--- src/rtl/ecc_fix_pkg.sv ---
package ecc_fix_pkg;

    typedef enum logic [2:0] {
        ST_IDLE,
        ST_SCAN,
        ST_FETCH,
        ST_PATCH,
        ST_FINISH
    } fix_state_t;

    typedef enum logic [1:0] {
        RES_CLEAN = 2'b00,
        RES_FIXED = 2'b01,
        RES_FATAL = 2'b10
    } fix_result_t;

endpackage

--- src/rtl/ecc_popcount.sv ---
module ecc_popcount #(
    parameter int W     = 24,
    parameter int CNT_W = $clog2(W + 1)
) (
    input  logic [W-1:0]     vec,
    output logic [CNT_W-1:0] count
);
    always_comb begin
        count = '0;
        for (int i = 0; i < W; i++) begin
            count = count + CNT_W'(vec[i]);
        end
    end
endmodule

--- src/rtl/ecc_locator.sv ---
module ecc_locator #(
    parameter int LEVELS = 12,
    parameter int BIT_W  = 3,
    localparam int CODE_W = 2 * LEVELS,
    localparam int OFF_W  = LEVELS - BIT_W
) (
    input  logic [CODE_W-1:0] syn,
    output logic [OFF_W-1:0]  byte_off,
    output logic [BIT_W-1:0]  bit_idx
);
    // odd-parity half of each level pair carries the address bit
    for (genvar j = 0; j < BIT_W; j++) begin : g_bit
        assign bit_idx[j] = syn[2*j + 1];
    end
    for (genvar j = 0; j < OFF_W; j++) begin : g_off
        assign byte_off[j] = syn[2*(j + BIT_W) + 1];
    end
endmodule

--- src/rtl/ecc_classifier.sv ---
module ecc_classifier
    import ecc_fix_pkg::*;
#(
    parameter int LEVELS = 12,
    localparam int CNT_W = $clog2(2 * LEVELS + 1)
) (
    input  logic [CNT_W-1:0] ones,
    input  logic             erased,
    output fix_result_t      result
);
    localparam logic [CNT_W-1:0] FIX_COUNT = CNT_W'(LEVELS);

    always_comb begin
        if (erased || ones == '0) begin
            result = RES_CLEAN;
        end else if (ones == FIX_COUNT) begin
            result = RES_FIXED;
        end else begin
            result = RES_FATAL;
        end
    end
endmodule

--- src/rtl/ecc_fix_engine.sv ---
module ecc_fix_engine
    import ecc_fix_pkg::*;
#(
    parameter int LEVELS = 12,
    parameter int BIT_W  = 3,
    localparam int CODE_W = 2 * LEVELS,
    localparam int OFF_W  = LEVELS - BIT_W,
    localparam int DATA_W = 1 << BIT_W,
    localparam int CNT_W  = $clog2(CODE_W + 1)
) (
    input  logic              clk,
    input  logic              rst_n,
    input  logic              start,
    input  logic [CODE_W-1:0] stored_code,
    input  logic [CODE_W-1:0] computed_code,
    output logic              busy,
    output logic              done,
    output logic [1:0]        status,
    output logic [OFF_W-1:0]  byte_off,
    output logic [BIT_W-1:0]  bit_idx,
    output logic [OFF_W-1:0]  buf_addr,
    output logic              buf_rd_en,
    input  logic [DATA_W-1:0] buf_rdata,
    output logic              buf_wr_en,
    output logic [DATA_W-1:0] buf_wdata
);
    fix_state_t        state_q, state_d;
    logic [CODE_W-1:0] syn_q;
    logic              erased_q;
    fix_result_t       result_q;
    logic [OFF_W-1:0]  off_q;
    logic [BIT_W-1:0]  bit_q;

    logic [CNT_W-1:0]  ones;
    fix_result_t       result_c;
    logic [OFF_W-1:0]  off_c;
    logic [BIT_W-1:0]  bit_c;

    ecc_popcount #(.W(CODE_W), .CNT_W(CNT_W)) u_count (
        .vec   (syn_q),
        .count (ones)
    );

    ecc_classifier #(.LEVELS(LEVELS)) u_class (
        .ones   (ones),
        .erased (erased_q),
        .result (result_c)
    );

    ecc_locator #(.LEVELS(LEVELS), .BIT_W(BIT_W)) u_locate (
        .syn      (syn_q),
        .byte_off (off_c),
        .bit_idx  (bit_c)
    );

    // next-state selection
    always_comb begin
        state_d = state_q;
        unique case (state_q)
            ST_IDLE:   if (start) state_d = ST_SCAN;
            ST_SCAN:   state_d = (result_c == RES_FIXED) ? ST_FETCH : ST_FINISH;
            ST_FETCH:  state_d = ST_PATCH;
            ST_PATCH:  state_d = ST_FINISH;
            ST_FINISH: state_d = ST_IDLE;
            default:   state_d = ST_IDLE;
        endcase
    end

    // state register and captured operands
    always_ff @(posedge clk) begin
        if (!rst_n) begin
            state_q  <= ST_IDLE;
            syn_q    <= '0;
            erased_q <= 1'b0;
            result_q <= RES_CLEAN;
            off_q    <= '0;
            bit_q    <= '0;
        end else begin
            state_q <= state_d;
            if (state_q == ST_IDLE && start) begin
                syn_q    <= stored_code ^ computed_code;
                erased_q <= (&stored_code) && (computed_code == '0);
            end
            if (state_q == ST_SCAN) begin
                result_q <= result_c;
                off_q    <= off_c;
                bit_q    <= bit_c;
            end
        end
    end

    // outputs decoded from state
    always_comb begin
        busy      = (state_q != ST_IDLE);
        done      = (state_q == ST_FINISH);
        buf_rd_en = (state_q == ST_FETCH);
        buf_wr_en = (state_q == ST_PATCH);
        buf_addr  = off_q;
        buf_wdata = buf_rdata ^ (DATA_W'(1) << bit_q);
        status    = result_q;
        byte_off  = off_q;
        bit_idx   = bit_q;
    end
endmodule

--- config.mk ---
export PLATFORM = sky130hd
export DESIGN_NAME = ecc_fix_engine
export DESIGN_NICKNAME = d
export VERILOG_FILES = /design/src/rtl/ecc_fix_pkg.sv /design/src/rtl/ecc_popcount.sv /design/src/rtl/ecc_locator.sv /design/src/rtl/ecc_classifier.sv /design/src/rtl/ecc_fix_engine.sv
export SDC_FILE = /design/constraint.sdc
export NUM_CORES = 1
export LEC_CHECK = 0
export BUFFER_PORTS_ARGS = -buffer_cell sky130_fd_sc_hd__buf_2
export CAP_MARGIN = 20
export CORE_ASPECT_RATIO = 1.4
export CORE_MARGIN = 3
export CORE_UTILIZATION = 46
export CTS_CLUSTER_SIZE = 28
export DETAILED_ROUTE_END_ITERATION = 10
export PLACE_DENSITY = 0.77
export SLEW_MARGIN = 20
export SYNTH_ARGS = -nofsm -noshare
export SYNTH_HDL_FRONTEND = slang
export SYNTH_SLANG_ARGS = --single-unit
--- constraint.sdc ---
create_clock -name clk -period 4.7 [get_ports clk]
set_input_delay 0.94 -clock clk [delete_from_list [all_inputs] [get_ports clk]]
set_output_delay 0.94 -clock clk [all_outputs]
set_load 0.05 [all_outputs]
# Word level (Yosys, flattened, before mapping)
# Cells that the tools add are included.
[word_totals]
latchBits = 0
ramBits = 0
mem_bits_ro = 0
regBits = 42
memories = 0
[op_classes]
magnitude_cmp = 0
div_mod_pow = 0
add_sub_neg = 23
n_mul = 0
reduce_logical = 8
shift = 1
n_eq_ne = 7
bitwise = 2
n_mux = 5
[op_table]
columns = ["operator", "count"]
rows = [
  ["adder 5 x 1 -> 5 bit", 22],
  ["logical NOT 24 bit", 1],
  ["AND reduction 24 bit", 1],
  ["XOR 24 bit", 1],
  ["case mux 3 bit (4 select lines)", 1],
  ["<< shifter 1 x 3 -> 8 bit, first input constant", 1],
  ["XOR 8 bit", 1],
  ["equality test 3 x 2 -> 1 bit, second input constant", 2],
  ["2-to-1 mux 3 bit", 2],
  ["equality test 5 x 4 -> 1 bit, second input constant", 1],
  ["logical NOT 5 bit", 1],
  ["2-to-1 mux 2 bit", 2],
  ["equality test 3 x 1 -> 1 bit, second input constant", 1],
  ["equality test 3 bit, second input constant", 1],
  ["logical NOT 3 bit", 1],
  ["nonzero test 3 bit", 1],
  ["adder 1 x 1 -> 2 bit", 1],
  ["equality test 2 x 1 -> 1 bit, second input constant", 1],
  ["logical AND 1 bit", 2],
  ["inequality test 2 bit, second input constant", 1],
  ["logical OR 1 bit", 1],
]

# Depth between registers and ports, before layout
# Gate-level depths: netlist of run 1.
[logic_depth]
ltp_word = 29
depth_mapped = 15

# Hierarchy
# From an unflattened synthesis of run 1, not the netlist that was laid out.
[unflattened]
hier_cells = 322
hier_area_um2 = 2886.5
[modules_own_cells]
columns = ["mod", "area_per_inst_um2", "cells_each", "n_inst"]
rows = [
  ["ecc_fix_engine", 2145.8, 236, 1],
  ["ecc_popcount", 616.8, 70, 1],
  ["ecc_locator", 90.1, 12, 1],
  ["ecc_classifier", 33.8, 4, 1],
]

# Worst setup path before layout of run 1
# OpenSTA, ideal clock, no wires.
[synth_timing]
path_type = "reg2reg"
start = "register syn_q[1]"
end = "register state_q[1]"
required_ns = 4.642
path_buffers = 0
t_arrival_ns = 4.675
stages_incl_launch_ff = 16
synth_period_minus_slack_ns = 4.733
setup_slack_ns = -0.033
cell_sequence = "dfxtp_1 ha_1 inv_1 fa_1 inv_1 fa_1 fa_1 fa_1 inv_1 fa_1 fa_1 fa_1 and3b_1 nand3_1 nor4b_1 a31o_2"
[synth_between]
elab_chain_len = 29
word_cells_on_any_way = 31
[synth_lines]
columns = ["item", "line_no", "text"]
rows = [
  ["from (decl)", "ecc_fix_engine.sv:28", "logic [CODE_W-1:0] syn_q;"],
  ["from (signal assigned)", "ecc_fix_engine.sv:81", "syn_q <= stored_code ^ computed_code;"],
  ["adder 1 x 1 -> 2 bit *", "ecc_popcount.sv:11", "count = count + CNT_W'(vec[i]);"],
  ["adder 5 x 1 -> 5 bit * (22 in series)", "ecc_popcount.sv:11", ""],
  ["equality test 5 x 4 -> 1 bit / logical NOT 5 bit (equally long branches)", "ecc_classifier.sv:16, ecc_classifier.sv:14", ""],
  ["2-to-1 mux 2 bit / logical OR 1 bit (equally long branches)", "ecc_classifier.sv:16, ecc_classifier.sv:14", ""],
  ["2-to-1 mux 2 bit *", "ecc_classifier.sv:14", "if (erased || ones == '0) begin"],
  ["equality test 2 x 1 -> 1 bit *", "ecc_fix_engine.sv:61", "ST_SCAN: state_d = (result_c == RES_FIXED) ? ST_FETCH : ST_FINISH;"],
  ["2-to-1 mux 3 bit *", "ecc_fix_engine.sv:61", ""],
  ["case mux 3 bit (4 select lines) *", "ecc_fix_engine.sv:59", "unique case (state_q)"],
  ["to (signal assigned)", "ecc_fix_engine.sv:79", "state_q <= state_d;"],
  ["to (decl)", "ecc_fix_engine.sv:27", "fix_state_t state_q, state_d;"],
]
# Every way passes the cells marked *; elsewhere a longest branch is shown, timed or not.
# A chain may end at the register's enable or synchronous reset.

# Worst setup path in the final report of run 1
[layout_timing]
start = "register syn_q[0]"
end = "register state_q[1]"
# The elaborated chain is that of the path after synthesis.

==> flow_metrics.tcl, run 1 <==
set metrics [dict create \
    end_kind "register" \
    synth_top_family_by_area "simple AND/OR/NAND/NOR gates" \
    hpwl_mm 5.08 \
    synth-seq-cells 42 \
    grt_antenna_before_repair 0 \
    post-route-drc-count 0 \
    clk_transition_reported_paths_ps 80 \
    port_buffers 93 \
    worstPathArrival_ps 4940 \
    insertion_delay_ps 290 \
    min_period_ps 4700 \
    postSynthAreaPerCell_um2 9.12 \
    ff2ff_path_depth 15 \
    cts_tree "done" \
    switchingPower_w 0.00108 \
    cts_hold_buf 0 \
    muxShareOfSynthArea 0 \
    period_share 1.00 \
    violations "setup timing" \
    powerDensity_mw_per_mm2 728 \
    r2r_end "state_q[1]" \
    start_util 0.476 \
    fillers 536 \
    synth-edff-count 0 \
    clock.fmax_ghz 0.213 \
    htree_levels 2 \
    boundaryPins 94 \
    rows 33 \
    die_w_um 72.0 \
    drv_slew 0 \
    setup_violations 1 \
    synthCells 308 \
    multiInputGateArea_mm2 0.00173 \
    grt_max_degree 49 \
    drt_iter0_drc 77 \
    hold_slack_ps 478 \
    ys.flop_type "dfxtp_1" \
    seq_power_share 0.190 \
    grt_pass1_vias 2401 \
    seq_area_frac_synth 0.299 \
    maxCapViolations 0 \
    critPathKind "register to register" \
    leakage_nw 1.78 \
    finalNonFillerCells 458 \
    rsz0062_at_grt "yes" \
    regArea_um2 843 \
    grt_pass1_wl_mm 10.5 \
    viasPerCell 5.17 \
    synth_compound_area_frac 0.143 \
    status "complete, but fails checks" \
    drive_gt1_frac 0.309 \
    synth_cell_type_count 37 \
    totalWireLength_mm 6.09 \
    synth.net_count 391 \
    ir_drop_mv 0.573 \
    die_area_mm2 0.00709 \
    core-area_mm2 0.00590 \
    grt.total_usage 0.185 \
    die_y_um 98.5 \
    cts_buffers 5 \
    sw_frac_of_total 0.436 \
    diodes 0 \
    comb_power_share 0.697 \
    synthXorXnorAreaFrac 0.111 \
    critPathMaxFanout 2 \
    r2r_start "syn_q[0]" \
    ant_nets 0 \
    p_clk_frac 0.113 \
    worstPathRequired_ps 4940 \
    intPower_w 0.00140 \
    total_power_w 0.00248 \
    critPathLaunchType "register" \
    slew_headroom 0.514 \
    grt.overflow.total 0 \
    synthAdderAreaFrac 0.152 \
    gp_congestion 0.837 \
    cts_sinks 42 \
    worst_slack_ps -1.63 \
    min_to "buf_addr[3]" \
    reg2reg_slack_ps -2 \
    area_delta_synth_final_pct 21.2 \
    async_flop_share 0 \
    cts_root_buf "clkbuf_8" \
    min_path_type "register to register" \
    nets 470 \
    ys_warn_count 0 \
    yosys.area_share.simple 0.194 \
    syn-cell-area_mm2 0.00281 \
    fin_worst_skew_ps 4.47 \
    vias 2370 \
    min_from "buf_addr[3]" \
    hold_depth 2 \
    wl_per_cell_um 13.3 \
    ctsLongestPathBuffers 2 \
    first_pass_iters 5 \
    worstMarginPinSlew_ps 726 \
    hold_viol 0 \
    placed_cells 448 \
]
-- placed cells by master, fill, tap and decap left out, drive strengths merged, types with 6 or more instances in the layout --
cell type | synthesis | final
nor4bb | 6 | 6
xnor2 | 29 | 29
dfxtp | 42 | 42
fa | 17 | 17
buf | 15 | 97
o211a | 26 | 26
nand2 | 60 | 60
clkbuf | 10 | 6
a21boi | 13 | 13
inv | 36 | 36
nor2 | 7 | 7
ha | 7 | 7
-- per-stage QoR --
| stage | util | instance area [um2] | TNS, ps | setup WS [ps] |
|---|---|---|---|---|
| floorplan | - | 2820 | 0 | 33.2 |
| global placement | 0.548 | 3230 | -101 | -48.9 |
| detailed placement | 0.548 | 3230 | -757 | -234 |
| CTS | 0.575 | 3400 | -47.9 | -30.1 |
| global route | 0.577 | 3400 | -462 | -164 |
| finish | 0.577 | 3400 | -1.63 | -1.63 |
-- power by group through the flow --
stage	Sequential [W]	Combinational [W]	Clock (W)
floorplan	0.000493	0.00119	0
global placement	0.000472	0.00140	0
global route	0.000479	0.00196	0.000306
CTS	0.000470	0.00172	0.000290
finish	0.000470	0.00173	0.000281
detailed placement	0.000476	0.00149	0
-- registers in the layout, indices dropped and copies added, names as in the netlist --
signal / cells
bit_idx: 3
buf_addr: 9
erased_q: 1
status: 2
syn_q: 24
state_q: 3
-- worst max-delay path by stage --
stage,startpoint,to,depth (start not counted)
5_1_grt,syn_q[0],status[0],15
2_1_floorplan,syn_q[1],state_q[1],15
3_5_place_dp,syn_q[0],state_q[1],15
6_report,syn_q[0],state_q[1],15
3_3_place_gp,syn_q[0],state_q[1],15
4_1_cts,syn_q[0],state_q[1],15
-- layout make-up --
cell class | instances | share of cell area
Sequential cell | 42 | 0.248
Timing Repair Buffer | 97 | 0.146
Inverter | 36 | 0.0397
Multi-Input combinational cell | 205 | 0.509
Clock buffer | 6 | 0.0213
Clock inverter | 2 | 0.0110
Tap cell | 70 | 0.0257
-- critical path: stages (launching register included) --
cell,delay (ps)
dfxtp_2,340
ha_4,260
inv_2,30
fa_1,460
inv_1,50
fa_1,490
fa_1,420
fa_1,490
inv_1,50
fa_1,460
fa_2,360
fa_1,480
and3b_1,190
nand3_2,120
nor4b_4,300
a31o_2,140
-- logic make-up (layout without fill, tap and decap cells) --
family,count (synthesis),count (layout)
xor+xnor,34,34
compound gates,46,46
flops,42,42
simple gates,101,101
fa+ha+maj,24,24
buf+inv,61,141
-- timing repair --
action	in CTS	in global routing
resized for setup	9	0
setup buffers	1	1
endpoints found under the hold margin	0	0
setup endpoints to repair	4	4
pin swaps	7	4
-- synthesized netlist by cell type, drive strengths merged, types with 3 or more instances --
cell / count / share of area
nor4b: 3 / 0.0094
xnor2: 29 / 0.090
nor3b: 4 / 0.012
nor2: 7 / 0.0094
clkbuf: 10 / 0.014
o211a: 26 / 0.093
a21oi: 3 / 0.0053
dfxtp: 42 / 0.30
inv: 36 / 0.048
nand3: 4 / 0.0071
a21boi: 13 / 0.035
and4bb: 4 / 0.018
nor4bb: 6 / 0.021
nand2: 60 / 0.080
nand4: 3 / 0.0067
xor2: 4 / 0.012
fa: 17 / 0.12
buf: 15 / 0.039
ha: 7 / 0.031
-- routing by layer --
metal | up-vias | routed length (um) | global-route usage
met5 | - | 0 | 0
met3 | 15 | 300 | 0.0357
li1 | 1159 | - | -
met1 | 1131 | 2220 | 0.198
met2 | 65 | 3390 | 0.348
met4 | 0 | 174 | 0.0695
No activity file was read; power rests on OpenSTA's default activity.
==> run 2: changes to the inputs <==
Settings changed: ABC_AREA from default to 1, CTS_CLUSTER_SIZE 28 to default.
==> run 2 against run 1 <==
Effect of this change:
- the flow now finishes without violations
- global-route usage decreased by 0.64 points
- count of clock-buffer cells in the layout is 2 higher
- clock skew fell by 1.9 ps
- routed wire length shrank 2.1%
- sequential power down 5.1%
==> flow_metrics.tcl, run 2 <==
set metrics [dict create \
    rows 32 \
    synthTopCellsByArea "dfxtp_1 31%, inv_1 13%, fa_1 12%" \
    placed_area_mm2 0.00316 \
    critPathMaxFanout 2 \
    cts_buffers 5 \
    area_delta_synth_final_pct 21.4 \
    drv_slew 0 \
    wl_per_cell_um 11.2 \
    final_cell_mix "93 x inv_1, 93 x buf_2, 49 x nand2_1" \
    worstMarginPinSlew_ps 618 \
    first_pass_iters 4 \
    synth.net_count 461 \
    synth_largest_area_cell "dfxtp_1" \
    synthTopCellsByCount "95 x inv_1, 50 x nand2_1, 42 x dfxtp_1" \
    drt_iter0_drc 67 \
    worstPathArrival_ps 4790 \
    period_share 0.979 \
    die_area_mm2 0.00694 \
    grt_pass1_wl_mm 10.1 \
    vias 2563 \
    timing.setup.tns_ps 0 \
    ys_warn_count 0 \
    ys.flop_type "dfxtp_1" \
    critical_path.max_stage_delay_ps 530 \
    hold_viol 0 \
    total_power_w 0.00203 \
    port_buffers 93 \
    ant_nets 0 \
    reg2reg_slack_ps 100 \
    status "complete, no violations" \
    placed_cells 521 \
    critPathSlowestCell "fa_2" \
    insertion_delay_ps 300 \
    synth_cell_type_count 23 \
    core-area_mm2 0.00565 \
    r2r_start "syn_q[0]" \
    grt_antenna_before_repair 0 \
    ctsLongestPathBuffers 2 \
    async_flop_share 0 \
    rsz0062_at_grt "yes" \
    min_period_ps 4600 \
    die_w_um 71.3 \
    top_usage_layer "met2" \
    fin_worst_skew_ps 2.59 \
    diodes 0 \
    min_from "status[1]" \
    met1_usage 0.196 \
    path_cells "ha_4, inv_2, fa_1, inv_1, fa_1, fa_1, fa_1, inv_1, fa_1, fa_2, fa_2, nand2_1, inv_2, nand3_2, nor2_2, nand2_1, nand3_1, a21oi_1" \
    top_register "syn_q" \
    yosysMostFrequentCell "inv_1" \
    critPathLaunchType "register" \
    worstPathRequired_ps 4890 \
    cts_hold_buf 0 \
    seq_area_frac_synth 0.306 \
    start_util 0.486 \
    finalNonFillerCells 531 \
    crit_top_cell "fa_1" \
    grt_pass1_vias 2513 \
    ir_drop_mv 0.393 \
    cts_root_buf "clkbuf_8" \
    largest_reg_flops 24 \
    synth.top_cell.area_share 0.306 \
    cts_sinks 42 \
    boundaryPins 94 \
    viasPerCell 4.83 \
    design_area_mm2 0.00333 \
    leakage_nw 1.72 \
    ff2ff_path_depth 18 \
    grtUsageMet2 0.316 \
    hold_depth 2 \
    clock.fmax_ghz 0.217 \
    slew_headroom 0.588 \
    end_kind "register" \
    setup_violations 0 \
    min_to "status[1]" \
    die_y_um 97.4 \
    clk_transition_reported_paths_ps 70 \
    drive_gt1_frac 0.261 \
    powerDensity_mw_per_mm2 609 \
    grt_max_degree 51 \
    synth-seq-cells 42 \
    min_path_type "register to register" \
    synth-edff-count 0 \
    cts_tree "done" \
    hpwl_mm 4.68 \
    critPathKind "register to register" \
    syn-cell-area_mm2 0.00274 \
    postSynthAreaPerCell_um2 7.26 \
    maxCapViolations 0 \
    grt.overflow.total 0 \
    r2r_end "status[1]" \
    totalWireLength_mm 5.96 \
    synthCells 378 \
    gp_congestion 0.813 \
    grt.total_usage 0.178 \
    hold_slack_ps 478 \
    use_met3 0.0383 \
    htree_levels 2 \
    post-route-drc-count 0 \
    nets 545 \
]
==> run 2: worst max-delay path, delay by kind of cell (launching register included) <==
kind	cells	cell delay (ps)
AOI/OAI and AO/OA	1	60
buffers and inverters	4	190
adders and majority gates	8	3510
DFF	1	340
and+or+nand+nor	5	400
==> run 2: worst max-delay path by stage <==
stage,from,to,slack [ps]
after global routing,syn_q[0],status[1],-50
after floorplan,syn_q[1],state_q[2],140
final,syn_q[0],status[1],100
after global placement,syn_q[0],state_q[2],40
after detailed placement,syn_q[0],state_q[2],-70
after CTS,syn_q[0],state_q[2],7
==> run 2: per-stage QoR <==
stage / setup WS (ps) / utilization
final: 99.1 / 0.590
after global routing: -47.9 / 0.590
after CTS: 6.92 / 0.584
after detailed placement: -66.6 / 0.561
after global placement: 37.9 / 0.561
after floorplan: 145 / -
==> run 2: routing by layer <==
metal  wire, um  vias to the layer above  part of all wire
met5          0                        -                 0
li1           -                     1334                 -
met4        225                        0             0.038
met1       2400                     1115              0.40
met2       2930                       92              0.49
met3        401                       22             0.067
==> run 2: cell type report <==
class,instances,area (um2)
fill,534,2310
multi-input combinational,219,1440
clock buffer,8,110
sequential,42,843
timing repair buffer,96,488
inverter,98,368
tap,68,85.1
==> run 2: kinds of logic after synthesis <==
kind of cell | Yosys count | share of synthesized area
buffers and inverters | 117 | 0.184
xor gates and xnor gates | 8 | 0.0255
AOI/OAI and AO/OA | 77 | 0.151
DFF | 42 | 0.306
adders and majority gates | 24 | 0.156
and+or+nand+nor | 110 | 0.176
==> run 2: repair_timing <==
action                                  CTS  global route
pin swaps                                 8             5
gates cloned                              0             0
setup buffers                             1             1
endpoints found under the setup margin    4             4
resized for setup                         6             7
==> run 2: report_power, final <==
group	switching, W	total (W)	internal (W)
logic	0.000837	0.00131	0.000477
clock network	0.000120	0.000268	0.000148
registers	0.0000413	0.000446	0.000405
total	0.000998	0.00203	0.00103
==> run 3: changes to the inputs <==
Settings changed: BUFFER_PORTS_ARGS -buffer_cell sky130_fd_sc_hd__buf_2 to default, CORE_UTILIZATION 46 to 60, CTS_BUF_LIST from default to sky130_fd_sc_hd__clkbuf_4 sky130_fd_sc_hd__clkbuf_8, DONT_BUFFER_PORTS from default to 1, GPL_ROUTABILITY_DRIVEN from default to 0, PLACE_DENSITY 0.77 to 0.79.
==> run 3 against run 2 <==
Effect of this change:
- the flow now finishes with violations (setup timing)
- flip-flop and latch count is the same
- critical path depth is the same
- register-to-register slack lost 120 ps
- critical path type unchanged
- critical endpoint is now state_q[2]
==> flow_metrics.tcl, run 3 (same netlist as run 2, synthesis figures left out) <==
set metrics [dict create \
    status "complete, but fails checks" \
    violations "setup timing" \
    ctsLongestPathBuffers 2 \
    met1_usage 0.229 \
    viasPerCell 5.34 \
    clk_transition_reported_paths_ps 90 \
    core-area_mm2 0.00431 \
    first_pass_iters 6 \
    insertion_delay_ps 300 \
    die_area_mm2 0.00543 \
    drive_gt1_frac 0.0840 \
    maxCapViolations 0 \
    grt_max_degree 51 \
    min_path_type "register to register" \
    dp_worst_setup_slack_ps -75.6 \
    worstPathRequired_ps 4890 \
    vias 2290 \
    ant_nets 0 \
    slew_headroom 0.261 \
    ir_drop_mv 0.390 \
    cts_hold_buf 0 \
    worstMarginPinSlew_ps 1100 \
    grtUsageMet2 0.357 \
    post-route-drc-count 0 \
    wl_per_cell_um 12.5 \
    clock.fmax_ghz 0.212 \
    end_kind "register" \
    totalWireLength_mm 5.37 \
    boundaryPins 94 \
    grt_antenna_before_repair 0 \
    grt_pass1_wl_mm 8.90 \
    rsz0062_at_grt "yes" \
    area_delta_synth_final_pct 5.38 \
    min_period_ps 4720 \
    cts_root_buf "clkbuf_8" \
    use_met3 0.0629 \
    timing.setup.tns_ps -19.1 \
    top_register "syn_q" \
    fin_worst_skew_ps 10.7 \
    placed_cells 421 \
    worst_slack_ps -17.3 \
    period_share 1.00 \
    cts_buffers 5 \
    critPathLaunchType "register" \
    finalNonFillerCells 429 \
    final_cell_mix "91 x inv_1, 48 x nand2_1, 40 x dfxtp_1" \
    critPathMaxFanout 3 \
    powerDensity_mw_per_mm2 697 \
    top_usage_layer "met2" \
    rows 28 \
    utilization 0.671 \
    nets 451 \
    hpwl_mm 4.18 \
    grt.total_usage 0.207 \
    largest_reg_flops 24 \
    die_w_um 63.2 \
    diodes 0 \
    port_buffers 0 \
    htree_levels 2 \
    die_y_um 86.0 \
    hold_viol 0 \
    grt.overflow.total 0 \
    final_common_cell "inv_1" \
    leakage_nw 1.32 \
    grt_pass1_vias 2132 \
    cts_tree "done" \
    drv_slew 0 \
    cts_sinks 42 \
    worstPathArrival_ps 4900 \
    setup_violations 2 \
    critPathKind "register to register" \
    start_util 0.637 \
    drt_iter0_drc 91 \
]
[run 3: cell type report]
cell class / instances / area [um2]
Fill cell: 396 / 1420
Tap cell: 60 / 75.1
Clock inverter: 3 / 68.8
Multi-Input combinational cell: 219 / 1450
Sequential cell: 42 / 843
Timing Repair Buffer: 2 / 15.0
Inverter: 98 / 368
Clock buffer: 5 / 68.8
[run 3: final timing paths]
kind	start	end	slack (ps)	cells after the start
worst max-delay path	syn_q[0]	state_q[2]	-20	18
worst min-delay path	syn_q[17]	buf_addr[5]	510	2
worst max register to register	syn_q[0]	state_q[2]	-20	18
worst min register to register	syn_q[17]	buf_addr[5]	510	2
[run 3: repair_timing]
item | CTS | global route
endpoints found under the hold margin | 0 | 0
setup buffers | 0 | 0
setup endpoints to repair | 3 | 4
resized for setup | 2 | 15
pin swaps | 0 | 13
[run 3: worst max-delay path, stage by stage (launching register included)]
cell and delay, ps:
dfxtp_2 340, ha_4 260, inv_2 30, fa_1 510
inv_2 40, fa_1 490, fa_1 430, fa_1 510
inv_2 40, fa_1 490, fa_2 400, fa_2 550
nand2_1 60, inv_2 60, nand2_2 50, nor2_4 140
nand3_4 90, nand2_2 70, a21oi_2 50
[run 3: where the power goes]
group          leakage, nW  switching, W  total (W)  internal [W]
logic                0.907      0.000718    0.00116      0.000439
registers            0.347      0.000117   0.000522      0.000405
clock network       0.0683      0.000124   0.000337      0.000213
total                 1.32      0.000960    0.00202       0.00106
[run 3: layer usage]
metal  routed length, um  part of all wire
met4                 155             0.029
met1                2090              0.39
met2                2690              0.50
met3                 436             0.081
met5                   0                 0
[run 3: through the flow]
step | hold WS (ps) | instance area, um2 | total power [W]
after floorplan | 473 | 2740 | 0.00137
after global placement | 500 | 2700 | 0.00146
after detailed placement | 501 | 2700 | 0.00155
after CTS | 515 | 2840 | 0.00191
after global routing | 528 | 2890 | 0.00221
final | 507 | 2890 | 0.00202
